$ cat config.mk
export PLATFORM = sky130hd
export DESIGN_NAME = pixel_lane_serializer
export DESIGN_NICKNAME = d
export VERILOG_FILES = /design/src/rtl/pixel_lane_pkg.sv /design/src/rtl/pixel_lane_ctrl.sv /design/src/rtl/pixel_lane_dpath.sv /design/src/rtl/pixel_lane_serializer.sv
export SDC_FILE = /design/constraint.sdc
export NUM_CORES = 1
export LEC_CHECK = 0
export ABC_CLOCK_PERIOD_IN_PS = 1800
export BUFFER_PORTS_ARGS = -buffer_cell sky130_fd_sc_hd__buf_2
export CELL_PAD_IN_SITES_DETAIL_PLACEMENT = 1
export CELL_PAD_IN_SITES_GLOBAL_PLACEMENT = 1
export CORE_MARGIN = 2
export CORE_UTILIZATION = 38
export DETAILED_ROUTE_END_ITERATION = 6
export PLACE_DENSITY = 0.74
export REMOVE_ABC_BUFFERS = 1
export SLEW_MARGIN = 20
export SYNTH_ARGS = -nofsm -noshare
export SYNTH_HDL_FRONTEND = slang
export SYNTH_HIERARCHICAL = 1
export SYNTH_SLANG_ARGS = --single-unit
$ cat constraint.sdc
create_clock -name clk -period 1.8 [get_ports clk]
set_clock_uncertainty 0.1 [all_clocks]
set_input_delay 0.09 -clock clk [delete_from_list [all_inputs] [get_ports clk]]
set_output_delay 0.09 -clock clk [all_outputs]
set_load 0.05 [all_outputs]
$ cat src/rtl/pixel_lane_pkg.sv
package pixel_lane_pkg;
  // Strobes from the slot control to the lane datapath
  typedef struct packed {
    logic load;   // take a new word (last slot boundary)
    logic shift;  // advance each lane by one bit
  } laneCtl_t;
endpackage

$ cat src/rtl/pixel_lane_ctrl.sv
module pixel_lane_ctrl
  import pixel_lane_pkg::*;
#(
  parameter int SLOTS     = 7,
  parameter int FALL_EVEN = 2,
  parameter int FALL_ODD  = 3
) (
  input  logic     clk,
  input  logic     rst,
  input  logic     bitEn,
  input  logic     midEn,
  output laneCtl_t ctl,
  output logic     frame,
  output logic     bitClk
);
  localparam int CW = (SLOTS > 1) ? $clog2(SLOTS) : 1;
  localparam logic [CW-1:0] LAST_SLOT = CW'(SLOTS - 1);
  localparam logic [CW-1:0] EVEN_END  = CW'(FALL_EVEN);
  localparam logic [CW-1:0] ODD_END   = CW'(FALL_ODD);

  logic [CW-1:0] slotCnt;
  logic          pixOdd;
  logic          lastSlot;

  assign lastSlot = (slotCnt == LAST_SLOT);

  always_ff @(posedge clk) begin
    if (rst) begin
      slotCnt <= '0;
      pixOdd  <= 1'b1;
      bitClk  <= 1'b0;
    end else begin
      if (bitEn) begin
        if (lastSlot) begin
          slotCnt <= '0;
          pixOdd  <= ~pixOdd;
        end else begin
          slotCnt <= slotCnt + 1'b1;
        end
      end
      if (midEn) bitClk <= ~bitClk;
    end
  end

  always_comb begin
    ctl.load  = bitEn & lastSlot;
    ctl.shift = bitEn & ~lastSlot;
    frame     = slotCnt < (pixOdd ? ODD_END : EVEN_END);
  end

  // slot count never leaves 0..SLOTS-1
  p_slot_range_r11: assert property (@(posedge clk) disable iff (rst)
    slotCnt <= LAST_SLOT);
  // parity flips at each pixel boundary
  p_parity_flip_r8: assert property (@(posedge clk) disable iff (rst)
    (bitEn && lastSlot) |=> (pixOdd != $past(pixOdd)));
  // bit clock flips on the middle strobe
  p_clk_toggle_r9: assert property (@(posedge clk) disable iff (rst)
    midEn |=> (bitClk != $past(bitClk)));
  // and holds otherwise
  p_clk_hold_r9: assert property (@(posedge clk) disable iff (rst)
    !midEn |=> $stable(bitClk));
  // frame rises only in slot 0
  p_frame_rise_r5: assert property (@(posedge clk) disable iff (rst)
    $rose(frame) |-> (slotCnt == '0));
  // frame only falls after a slot strobe
  p_frame_fall_r7: assert property (@(posedge clk) disable iff (rst)
    $fell(frame) |-> $past(bitEn));
endmodule

$ cat src/rtl/pixel_lane_dpath.sv
module pixel_lane_dpath
  import pixel_lane_pkg::*;
#(
  parameter int WORD_W = 14,
  parameter int LANES  = 2
) (
  input  logic              clk,
  input  logic              rst,
  input  laneCtl_t          ctl,
  input  logic [WORD_W-1:0] inWord,
  input  logic              inValid,
  output logic [LANES-1:0]  laneData
);
  localparam int LANE_W = WORD_W / LANES;

  for (genvar g = 0; g < LANES; g++) begin : g_lane
    logic [LANE_W-1:0] shReg;
    always_ff @(posedge clk) begin
      if (rst) begin
        shReg <= '0;
      end else if (ctl.load) begin
        shReg <= inValid ? inWord[g*LANE_W +: LANE_W] : '0;
      end else if (ctl.shift) begin
        shReg <= {shReg[LANE_W-2:0], 1'b0};
      end
    end
    assign laneData[g] = shReg[LANE_W-1];
  end

  // an empty slot boundary yields zero lanes
  p_idle_zero_r4: assert property (@(posedge clk) disable iff (rst)
    (ctl.load && !inValid) |=> (laneData == '0));
  // a loaded word shows its top bits first
  p_load_msb_r2: assert property (@(posedge clk) disable iff (rst)
    (ctl.load && inValid) |=> (laneData[LANES-1] == $past(inWord[WORD_W-1])));
  // nothing moves without a strobe
  p_lane_hold_r10: assert property (@(posedge clk) disable iff (rst)
    (!ctl.load && !ctl.shift) |=> $stable(laneData));
endmodule

$ cat src/rtl/pixel_lane_serializer.sv
module pixel_lane_serializer
  import pixel_lane_pkg::*;
#(
  parameter int WORD_W    = 14,
  parameter int LANES     = 2,
  parameter int FALL_EVEN = 2,
  parameter int FALL_ODD  = 3
) (
  input  logic              clk,
  input  logic              rst,
  input  logic              bitEn,
  input  logic              midEn,
  input  logic [WORD_W-1:0] inWord,
  input  logic              inValid,
  output logic [LANES-1:0]  laneData,
  output logic              frame,
  output logic              bitClk
);
  localparam int SLOTS = WORD_W / LANES;

  laneCtl_t ctl;

  pixel_lane_ctrl #(
    .SLOTS(SLOTS), .FALL_EVEN(FALL_EVEN), .FALL_ODD(FALL_ODD)
  ) ctrl_i (
    .clk(clk), .rst(rst), .bitEn(bitEn), .midEn(midEn),
    .ctl(ctl), .frame(frame), .bitClk(bitClk)
  );

  pixel_lane_dpath #(
    .WORD_W(WORD_W), .LANES(LANES)
  ) dpath_i (
    .clk(clk), .rst(rst), .ctl(ctl), .inWord(inWord),
    .inValid(inValid), .laneData(laneData)
  );

  // frame marker holds while no slot strobe arrives
  p_frame_hold_r10: assert property (@(posedge clk) disable iff (rst)
    !bitEn |=> $stable(frame));
endmodule

After elaboration in Yosys (flattened, before gate mapping)
Index checks and enable logic that the tools add are counted.
- register bits: 19
- input bits: 19
- output and inout bits: 4
- word-level logic and storage cells: 23
- $add $sub $neg: 1
- $lt $le $gt $ge: 1
- equality and inequality tests: 1
- mux-type cells: 8
- bitwise operators: 5
- reductions and logical operators: 2
- operator list (operator ; count):
    7-bit two-way mux ; 6
    3-bit by 1-bit adder with 3-bit output, second input constant ; 1
    3-bit == test, second input constant ; 1
    3-bit less-than comparator ; 1
    3-bit two-way mux ; 1
    1-bit NOT ; 3
    1-bit AND ; 2
    2-bit AND reduction ; 1
    2-bit nonzero test ; 1
    1-bit two-way mux ; 1

Depth between registers and ports, before layout
Gate-level depths: netlist of run 1.
- depth in word-level cells: 5
- gate-level depth with buffers: 6
- depth with buffers taken out: 4

Cells and area by module
Netlist of run 1, hierarchy kept.
- by module, submodules not included (module ; times used ; cells an instance ; area an instance (um2) ; seq. area each (um2)):
    pixel_lane_dpath ; 1 ; 65 ; 686.9 ; 280.3
    pixel_lane_ctrl ; 1 ; 26 ; 234.0 ; 100.1

Least setup slack after synthesis of run 1
OpenSTA, ideal clock, no wires.
- kind: register to output
- start point: register ctrl_i.slotCnt[0]
- end point: output frame
- arrival: 1303 ps
- required time: 1610 ps
- slack: 307 ps
- stages on the path, launching flop included: 3
- path buffers: 0
- cells stage by stage: dfxtp_1 > nand2b_1 > a21oi_1
- cells in the longest elaborated chain, start to end: 1
- RTL lines (item ; RTL line ; source):
    start: declaration ; pixel_lane_ctrl.sv:21 ; logic [CW-1:0] slotCnt;
    start signal: assignment ; pixel_lane_ctrl.sv:38 ; slotCnt <= slotCnt + 1'b1;
    3-bit less-than comparator ; pixel_lane_ctrl.sv:48 ; frame = slotCnt < (pixOdd ? ODD_END : EVEN_END);
    end: declaration ; pixel_lane_serializer.sv:16 ; output logic frame,
Every way passes these cells.

==> results.json, run 1 <==
{
  "rows": 17,
  "crit-reg2reg-capture": "dpath_i/g_lane[0].shReg[0]",
  "setup-violations-final": 0,
  "nets": 139,
  "synth_top_area_share_pct": 41.3,
  "chipHeight_um": 53.2,
  "viasPerCell": 5.22,
  "die_w_um": 53.2,
  "r2r.worst_path.cells": 5,
  "worstMarginPinSlew_ps": 391,
  "timing_max_transition_violations_final": 0,
  "final_util_pct": 50.2,
  "area_growth_syn_to_layout_pct": 22.8,
  "synth_sequential_area_ratio_pct": 41.3,
  "post_route_clock_period_utilization_pct": 87.6,
  "cp.arrival_ps": 1700,
  "synth.top_cells.by_area": "sky130_fd_sc_hd__dfxtp_1, sky130_fd_sc_hd__mux2i_1, sky130_fd_sc_hd__a211oi_1, sky130_fd_sc_hd__a21boi_0, sky130_fd_sc_hd__a21boi_1",
  "antennaDiodeCount": 0,
  "run_status": "finished, final reports clean",
  "design.core.area_um2": 2250,
  "vias_in_the_first_global_route": 812,
  "hp-start": "bitEn",
  "timing.final.crit_period_ps": 1580,
  "ioPinCount": 23,
  "timing.setup.critical_path_class": "reg -> reg",
  "grt_max_degree": 21,
  "timing.fmax_ghz": 0.634,
  "cts_inserted_buffers": 3,
  "static-leakage-power_nw": 0.448,
  "worstSetupEndpoint": "dpath_i/g_lane[0].shReg[0]",
  "powerDensity_nw_per_um2": 661,
  "synthDistinctLibCells": 26,
  "synth.yosys.warnings": 6,
  "rsz0062_at_grt": "no",
  "clock_sinks": 19,
  "drc": 0,
  "cpPeakStageDelay_ps": 430,
  "first_iter_violations": 0,
  "mean_instance_size_in_the_synthesized_netlist_um2": 10.1,
  "max_capacitance_violation_count": 0,
  "crit_chain": "nand2_2 > o21a_1 > buf_12 > or3b_1 > a21oi_1",
  "floorplan.initialDensity_pct": 40.8,
  "drt_pre_antenna_iters": 1,
  "synth-seq-cells": 19,
  "worst-path-max-fanout": 14,
  "grt_pass1_wl_mm": 3.56,
  "startpoint_of_the_most_critical_register_to_register_path": "ctrl_i/slotCnt[1]",
  "avgRoutedWirePerCell_um": 13.8,
  "gr-total-overflow": 0,
  "post-synth-top-area-cell": "sky130_fd_sc_hd__dfxtp_1",
  "filler_cell_count": 278,
  "ctsLongestPathBuffers": 2,
  "clock_tree.htree_level_count": 1,
  "worst-r2r-setup-slack_ps": 220,
  "final.setup.tns_ps": 0,
  "place.port_buffers": 22,
  "synthesis.area_um2": 921,
  "clock_insertion_delay_worst_skew_ps": 300,
  "worstSetupStartpointType": "flip-flop",
  "worst_relative_slew_slack_pct": 73.9,
  "critical_path_sink_type": "flip-flop",
  "vias": 768,
  "wl_mm": 2.03,
  "grt_antenna_before_repair": 0,
  "detailed_place_hpwl_mm": 1.38,
  "clockRootBuffer": "sky130_fd_sc_hd__clkbuf_4",
  "cts_tree": "built",
  "gp_congestion": 0.715,
  "grtUsageTotal_pct": 17.5,
  "clock_pin_slew_on_the_worst_setup_and_hold_paths_ps": 120,
  "crit_path_top_delay_cell": "sky130_fd_sc_hd__dfxtp_1",
  "crit_required_ps": 1930,
  "final-hold-violation-count": 0,
  "postSynthCellCount": 91,
  "hold_class": "in -> reg",
  "most_frequent_cells_in_the_layout": "sky130_fd_sc_hd__buf_2, sky130_fd_sc_hd__dfxtp_1, sky130_fd_sc_hd__mux2i_1, sky130_fd_sc_hd__a211oi_1, sky130_fd_sc_hd__a21boi_0",
  "post-cts-setup-buffer-count": 0,
  "dieArea_um2": 2830,
  "final_layout_size_suffix_gt1_share_pct": 26.9,
  "final_common_cell": "sky130_fd_sc_hd__buf_2",
  "peakVddDrop_uv": 359,
  "top_family_by_delay_on_critical_path": "simple AND/OR/NAND/NOR gates",
  "critPathBufInv": 1,
  "path_depth": 5,
  "final_antenna_net_count": 0,
  "crit_start": "ctrl_i/slotCnt[1]"
}
-- flip-flops by register name, indices dropped and copies added, names as in the netlist --
register,cells
ctrl_i/pixOdd,1
dpath_i/g_lane.shReg,14
ctrl_i/slotCnt,3
ctrl_i/bitClk,1
-- how the worst min path moves through the flow --
stage,end,slack [ps],cells past startpoint
floorplan,ctrl_i/slotCnt[0],60,1
global placement,ctrl_i/bitClk,230,3
detailed placement,ctrl_i/bitClk,240,3
CTS,dpath_i/g_lane[1].shReg[5],10,3
global route,dpath_i/g_lane[1].shReg[6],10,3
finish,ctrl_i/slotCnt[2],20,3
-- synth_stat cells --
cell type	number
sky130_fd_sc_hd__dfxtp_1	19
sky130_fd_sc_hd__mux2i_1	13
sky130_fd_sc_hd__a211oi_1	12
sky130_fd_sc_hd__a21boi_0	7
sky130_fd_sc_hd__a21oi_1	6
sky130_fd_sc_hd__a21boi_1	5
sky130_fd_sc_hd__nor2_1	4
sky130_fd_sc_hd__buf_2	2
sky130_fd_sc_hd__buf_4	2
sky130_fd_sc_hd__nand2_1	2
sky130_fd_sc_hd__nand2b_1	2
sky130_fd_sc_hd__nand3_1	2
sky130_fd_sc_hd__or3b_1	2
sky130_fd_sc_hd__buf_12	1
sky130_fd_sc_hd__buf_6	1
sky130_fd_sc_hd__clkbuf_1	1
sky130_fd_sc_hd__clkbuf_2	1
sky130_fd_sc_hd__inv_1	1
sky130_fd_sc_hd__nand2_2	1
sky130_fd_sc_hd__nand3b_1	1
sky130_fd_sc_hd__nand4b_1	1
sky130_fd_sc_hd__nor2b_1	1
sky130_fd_sc_hd__nor3_1	1
sky130_fd_sc_hd__nor3b_4	1
sky130_fd_sc_hd__o21a_1	1
sky130_fd_sc_hd__xnor2_1	1
-- through the flow --
step | std cells | hold slack (ps) | instance area (um2) | worst slack (ps) | power (mW)
after global routing | 147 | 12.6 | 1130 | 121 | 0.787
after global placement | 137 | 233 | 1040 | 325 | 0.522
final | 147 | 22.0 | 1130 | 223 | 0.748
after floorplan | 83 | 59.1 | 856 | 253 | 0.478
after detailed placement | 137 | 240 | 1040 | 274 | 0.525
after CTS | 147 | 11.7 | 1130 | 227 | 0.758
-- area by class of cell --
class | count | area (um2) | share of cell area [%]
Timing Repair Buffer | 32 | 213 | 18.8
Inverter | 1 | 3.75 | 0.332
Multi-Input combinational cell | 63 | 472 | 41.7
Clock inverter | 1 | 5.00 | 0.442
Clock buffer | 3 | 22.5 | 1.99
Tap cell | 28 | 35.0 | 3.10
Sequential cell | 19 | 380 | 33.6
-- what timing repair did --
action / 4_1_cts / 5_1_grt
hold buffers: 6 / 0
resized for setup: 0 / 0
endpoints found under the setup margin: 0 / 0
endpoints found under the hold margin: 6 / 0
-- tightest hold or removal path, stage by stage --
cell and delay, ps:
sky130_fd_sc_hd__buf_2 140, sky130_fd_sc_hd__nand4b_1 100, sky130_fd_sc_hd__a21oi_1 60
-- where the power goes --
part	internal, mW	switching, mW
Clock	0.0826	0.139
Combinational	0.0454	0.0495
Sequential	0.426	0.00499
Total	0.554	0.193
-- layer usage --
metal  global-route usage, %  vias to the layer above  wire (um)
li1                        -                      387          -
met1                    22.0                      364        999
met2                    29.8                       15        956
met3                    3.39                        2         70
met4                    5.13                        0          8
met5                       0                        -          0
-- cells by family after synthesis --
family          synth area share, %
compound gates                 23.6
xor+xnor                      0.951
flops                          41.3
simple gates                   12.5
buf+inv                        7.47
mux                            14.1
(Power assumes the default switching activity.)
==> run 2: changes to the inputs <==
--- a/config.mk
+++ b/config.mk
@@ -12,7 +12,7 @@
 export CORE_MARGIN = 2
 export CORE_UTILIZATION = 38
 export DETAILED_ROUTE_END_ITERATION = 6
-export PLACE_DENSITY = 0.74
+export PLACE_DENSITY = 0.72
 export REMOVE_ABC_BUFFERS = 1
 export SLEW_MARGIN = 20
 export SYNTH_ARGS = -nofsm -noshare
==> results.json, run 2 (synthesis gave the netlist of run 1 again) <==
{
  "clock_sinks": 19,
  "cts_inserted_buffers": 3,
  "vias_in_the_first_global_route": 783,
  "worstMarginPinSlew_ps": 409,
  "pwr-share-seq_pct": 58.6,
  "largest-register": "dpath_i/g_lane.shReg",
  "drt_pre_antenna_iters": 4,
  "timing.setup.critical_path_class": "reg -> reg",
  "hp-start": "inWord[10]",
  "power.switching_fraction_pct": 25.0,
  "place_worst_setup_slack_ps": 174,
  "timing.fmax_ghz": 0.619,
  "final-hold-violation-count": 0,
  "powerDensity_nw_per_um2": 671,
  "vias": 737,
  "crit_path_top_delay_cell": "sky130_fd_sc_hd__dfxtp_1",
  "avgRoutedWirePerCell_um": 14.9,
  "nets": 136,
  "gp_congestion": 0.686,
  "dieArea_um2": 2830,
  "fin_worst_hold_slack_ps": 16.0,
  "first_iter_violations": 5,
  "grt_antenna_before_repair": 0,
  "final_layout_size_suffix_gt1_share_pct": 26.7,
  "static-leakage-power_nw": 0.433,
  "detailed_place_hpwl_mm": 1.43,
  "clock_insertion_delay_worst_skew_ps": 300,
  "flip_flop_count_of_the_largest_register_after_layout": 14,
  "final_antenna_net_count": 0,
  "clockPowerShare_pct": 29.4,
  "viasPerCell": 5.12,
  "clock_pin_slew_on_the_worst_setup_and_hold_paths_ps": 110,
  "chipHeight_um": 53.2,
  "cp.arrival_ps": 1720,
  "worst-path-max-fanout": 12,
  "filler_cell_count": 271,
  "rows": 17,
  "peakVddDrop_uv": 352,
  "reg.largest.list": "dpath_i/g_lane.shReg: 14 flops, ctrl_i/slotCnt: 3 flops",
  "max_capacitance_violation_count": 0,
  "crit_required_ps": 1910,
  "post_cts_resize_count": 0,
  "place.port_buffers": 22,
  "post_route_clock_period_utilization_pct": 89.7,
  "crit_chain": "nand2_2 > nor3b_4 > buf_4 > inv_1 > a211oi_1",
  "power.switching_uw": 184,
  "worst_relative_slew_slack_pct": 72.7,
  "run_status": "finished, final reports clean",
  "hold_class": "in -> reg",
  "die_w_um": 53.2,
  "wl_mm": 2.14,
  "drc": 0,
  "post-route-worst-setup-slack_ps": 185,
  "critical_path_sink_type": "flip-flop",
  "setup-violations-final": 0,
  "power.share.combinational_pct": 12.0,
  "grtUsageTotal_pct": 17.8,
  "design.core.area_um2": 2250,
  "grt_max_degree": 21,
  "ctsLongestPathBuffers": 2,
  "antennaDiodeCount": 0,
  "timing_max_transition_violations_final": 0,
  "final_common_cell": "sky130_fd_sc_hd__buf_2",
  "intPower_uw": 554,
  "grt_pass1_wl_mm": 3.61,
  "critPathBufInv": 2,
  "startpoint_of_the_most_critical_register_to_register_path": "ctrl_i/slotCnt[1]",
  "cts_tree": "built",
  "crit_start": "ctrl_i/slotCnt[1]",
  "area_growth_syn_to_layout_pct": 19.4,
  "rsz0062_at_grt": "no",
  "most_frequent_cells_in_the_layout": "sky130_fd_sc_hd__buf_2, sky130_fd_sc_hd__dfxtp_1, sky130_fd_sc_hd__mux2i_1, sky130_fd_sc_hd__a211oi_1, sky130_fd_sc_hd__a21boi_0",
  "worstSetupStartpointType": "flip-flop",
  "gr-total-overflow": 0,
  "clockRootBuffer": "sky130_fd_sc_hd__clkbuf_4",
  "clock_tree.htree_level_count": 1,
  "ioPinCount": 23,
  "final.setup.tns_ps": 0,
  "floorplan.initialDensity_pct": 40.8,
  "timing.final.crit_period_ps": 1610,
  "cpPeakStageDelay_ps": 440,
  "top_family_by_delay_on_critical_path": "flip-flops"
}
[run 2: cell types whose count changed in the layout (fill, tap and decap cells not counted), sizes merged]
cell,delta
dlygate4sd3,-3
clkbuf,+1
clkinv,-1
[run 2: worst min-delay path: stages]
cell,delay (ps)
sky130_fd_sc_hd__buf_2,100
sky130_fd_sc_hd__a21boi_1,130
sky130_fd_sc_hd__a211oi_1,60
[run 2: layout make-up]
cell class                 instances  area [um2]  area share [%]
clock buffer                       4        26.3            2.39
sequential                        19         380            34.6
inverter                           1        3.75           0.341
multi-input combinational         63         472            42.9
timing repair buffer              29         183            16.6
tap                               28        35.0            3.19
[run 2: path summary, 6_finish.rpt]
check	endpoint	slack, ps	cells after the start
max	dpath_i/g_lane[0].shReg[6]	190	5
min	dpath_i/g_lane[1].shReg[3]	20	3
max reg2reg	dpath_i/g_lane[0].shReg[6]	190	5
min reg2reg	ctrl_i/bitClk	430	2
[run 2: layer usage]
| layer | up-vias | wire (um) | track usage (%) |
|---|---|---|---|
| li1 | 379 | - | - |
| met1 | 341 | 1030 | 23.4 |
| met2 | 15 | 1040 | 28.6 |
| met3 | 2 | 60 | 2.54 |
| met4 | 0 | 13 | 7.69 |
| met5 | - | 0 | 0 |
[run 2: through the flow]
step	area, um2	instances	power [mW]	utilization, %
5_1_grt	1100	144	0.776	48.8
2_1_floorplan	856	83	0.478	-
3_3_place_gp	1040	137	0.523	46.3
3_5_place_dp	1040	137	0.525	46.3
4_1_cts	1100	144	0.755	48.8
6_report	1100	144	0.738	48.8
[run 2: power groups by stage]
| stage | sequential [mW] | clock (mW) | combinational [mW] |
|---|---|---|---|
| 3_5_place_dp | 0.442 | 0 | 0.0837 |
| 4_1_cts | 0.432 | 0.234 | 0.0893 |
| 6_report | 0.432 | 0.217 | 0.0887 |
| 3_3_place_gp | 0.441 | 0 | 0.0814 |
| 2_1_floorplan | 0.451 | 0 | 0.0279 |
| 5_1_grt | 0.433 | 0.246 | 0.0968 |
[run 2: timing repair]
action,4_1_cts,5_1_grt
hold endpoints to repair,3,0
setup buffers,0,0
hold buffers,3,0
setup endpoints to repair,0,0
==> run 3: changes to the inputs <==
--- a/config.mk
+++ b/config.mk
@@ -5,13 +5,13 @@
 export SDC_FILE = /design/constraint.sdc
 export NUM_CORES = 1
 export LEC_CHECK = 0
-export ABC_CLOCK_PERIOD_IN_PS = 1800
-export BUFFER_PORTS_ARGS = -buffer_cell sky130_fd_sc_hd__buf_2
+export ABC_CLOCK_PERIOD_IN_PS = 1550
 export CELL_PAD_IN_SITES_DETAIL_PLACEMENT = 1
 export CELL_PAD_IN_SITES_GLOBAL_PLACEMENT = 1
 export CORE_MARGIN = 2
-export CORE_UTILIZATION = 38
+export CORE_UTILIZATION = 45
 export DETAILED_ROUTE_END_ITERATION = 6
+export DONT_BUFFER_PORTS = 1
 export PLACE_DENSITY = 0.72
 export REMOVE_ABC_BUFFERS = 1
 export SLEW_MARGIN = 20
==> constraint.sdc (replaced) <==
create_clock -name clk -period 1.55 [get_ports clk]
set_clock_uncertainty 0.1 [all_clocks]
set_input_delay 0.0775 -clock clk [delete_from_list [all_inputs] [get_ports clk]]
set_output_delay 0.0775 -clock clk [all_outputs]
set_load 0.05 [all_outputs]
==> results.json, run 3 (synthesis gave the netlist of run 1 again) <==
{
  "startpoint_of_the_most_critical_register_to_register_path": "ctrl_i/slotCnt[2]",
  "drc": 0,
  "clock_tree.htree_level_count": 1,
  "rsz0062_at_grt": "yes",
  "hold_class": "in -> reg",
  "total_power_uw": 868,
  "multiInputGateArea_um2": 482,
  "grt_pass1_wl_mm": 3.81,
  "crit-reg2reg-capture": "dpath_i/g_lane[1].shReg[1]",
  "nets": 134,
  "die_w_um": 49.2,
  "worst-path-max-fanout": 5,
  "worstSetupStartpointType": "flip-flop",
  "crit_required_ps": 1600,
  "post-cts-setup-buffer-count": 0,
  "worstMarginPinSlew_ps": 810,
  "worst_hold_path.num_cells": 2,
  "cts_tree": "built",
  "rows": 16,
  "ctsLongestPathBuffers": 2,
  "critical_path_sink_type": "flip-flop",
  "avgRoutedWirePerCell_um": 16.8,
  "viasPerCell": 5.51,
  "cts_inserted_buffers": 3,
  "gr-total-overflow": 0,
  "area_growth_syn_to_layout_pct": 27.6,
  "design.core.area_um2": 1940,
  "final_antenna_net_count": 0,
  "final_common_cell": "sky130_fd_sc_hd__dlygate4sd3_1",
  "run_status": "finished, final reports clean",
  "vias_in_the_first_global_route": 797,
  "grt_max_degree": 21,
  "drt_pre_antenna_iters": 4,
  "max_capacitance_violation_count": 0,
  "ioPinCount": 23,
  "finish.cell_count_without_fillers": 141,
  "timing.final.crit_period_ps": 1470,
  "place_inst": 120,
  "first_iter_violations": 7,
  "floorplan.initialDensity_pct": 47.4,
  "final_cell_area_um2": 1170,
  "crit_path_top_delay_cell": "sky130_fd_sc_hd__dfxtp_2",
  "worst_relative_slew_slack_pct": 45.8,
  "crit_chain": "nand2_2 > o21a_1 > buf_4 > mux2i_1 > a211oi_1",
  "holdPathEnd": "dpath_i/g_lane[0].shReg[5]",
  "detailed_place_hpwl_mm": 1.39,
  "grtUsageTotal_pct": 20.7,
  "top_family_by_delay_on_critical_path": "flip-flops",
  "dieArea_um2": 2420,
  "r2r.worst_path.cells": 5,
  "flip_flop_count_of_the_largest_register_after_layout": 14,
  "grt_antenna_before_repair": 0,
  "antennaDiodeCount": 0,
  "chipHeight_um": 49.2,
  "final-hold-violation-count": 0,
  "hp-start": "inWord[5]",
  "largest-register": "dpath_i/g_lane.shReg",
  "final_layout_size_suffix_gt1_share_pct": 17.5,
  "vias": 777,
  "timing_max_transition_violations_final": 0,
  "peakVddDrop_uv": 634,
  "filler_cell_count": 221,
  "clock_sinks": 19,
  "reg.largest.list": "dpath_i/g_lane.shReg: 14 flops, ctrl_i/slotCnt: 3 flops",
  "layout.area.seq_um2": 384,
  "gp_congestion": 0.739,
  "wl_mm": 2.37,
  "post_route_clock_period_utilization_pct": 95.1,
  "clock_insertion_delay_worst_skew_ps": 300,
  "powerDensity_nw_per_um2": 739,
  "critPathBufInv": 1,
  "cp.arrival_ps": 1520,
  "most_frequent_cells_in_the_layout": "sky130_fd_sc_hd__dlygate4sd3_1, sky130_fd_sc_hd__dfxtp_1, sky130_fd_sc_hd__mux2i_1, sky130_fd_sc_hd__buf_4, sky130_fd_sc_hd__a211oi_1",
  "clock_pin_slew_on_the_worst_setup_and_hold_paths_ps": 110,
  "worst-r2r-setup-slack_ps": 80,
  "timing.fmax_ghz": 0.679,
  "setup-violations-final": 0,
  "clockRootBuffer": "sky130_fd_sc_hd__clkbuf_4",
  "static-leakage-power_nw": 0.431,
  "detailed_place.area_um2": 965,
  "timing.setup.critical_path_class": "reg -> reg",
  "cpPeakStageDelay_ps": 360,
  "place.port_buffers": 0
}
[run 3: area by class of cell]
cell class	instances	area share (%)
timing repair buffer	27	20.9
clock buffer	4	2.24
inverter	1	0.319
sequential	19	32.7
tap	27	2.88
multi-input combinational	63	41.0
[run 3: what timing repair did]
action | 4_1_cts | 5_1_grt
resized for setup | 0 | 5
hold endpoints to repair | 19 | 0
hold buffers | 17 | 0
endpoints found under the setup margin | 0 | 14
[run 3: layer usage]
| layer | GRT usage, % | vias up | wire (um) |
|---|---|---|---|
| met5 | 0 | - | 0 |
| met4 | 4.29 | 0 | 0 |
| met3 | 5.21 | 0 | 84 |
| met2 | 36.3 | 18 | 1260 |
| met1 | 25.4 | 381 | 1020 |
| li1 | - | 378 | - |
[run 3: how the worst max path moves through the flow]
stage,from,end,slack (ps),cells past startpoint
3_5_place_dp,ctrl_i/slotCnt[2],dpath_i/g_lane[1].shReg[5],80,5
2_1_floorplan,ctrl_i/slotCnt[1],dpath_i/g_lane[0].shReg[0],3,4
4_1_cts,ctrl_i/slotCnt[2],dpath_i/g_lane[0].shReg[5],30,5
6_report,ctrl_i/slotCnt[2],dpath_i/g_lane[1].shReg[1],80,5
5_1_grt,ctrl_i/slotCnt[0],frame,-10,4
3_3_place_gp,ctrl_i/slotCnt[2],dpath_i/g_lane[1].shReg[4],140,5
[run 3: power by group]
| group | internal (mW) | switching [mW] | total (mW) | leakage, nW |
|---|---|---|---|---|
| clock network | 0.100 | 0.153 | 0.254 | 0.0150 |
| registers | 0.496 | 0.00720 | 0.503 | 0.155 |
| logic | 0.0576 | 0.0540 | 0.112 | 0.262 |
[run 3: metrics by stage]
step	worst slack [ps]	utilization (%)	TNS (ps)	hold WS, ps
after floorplan	3.21	-	0	46.6
after global placement	139	49.7	0	48.8
after detailed placement	76.4	49.7	0	50.6
after CTS	30.1	59.8	0	4.88
after global routing	-12.6	60.5	-25.4	13.5
final	76.2	60.5	0	20.6
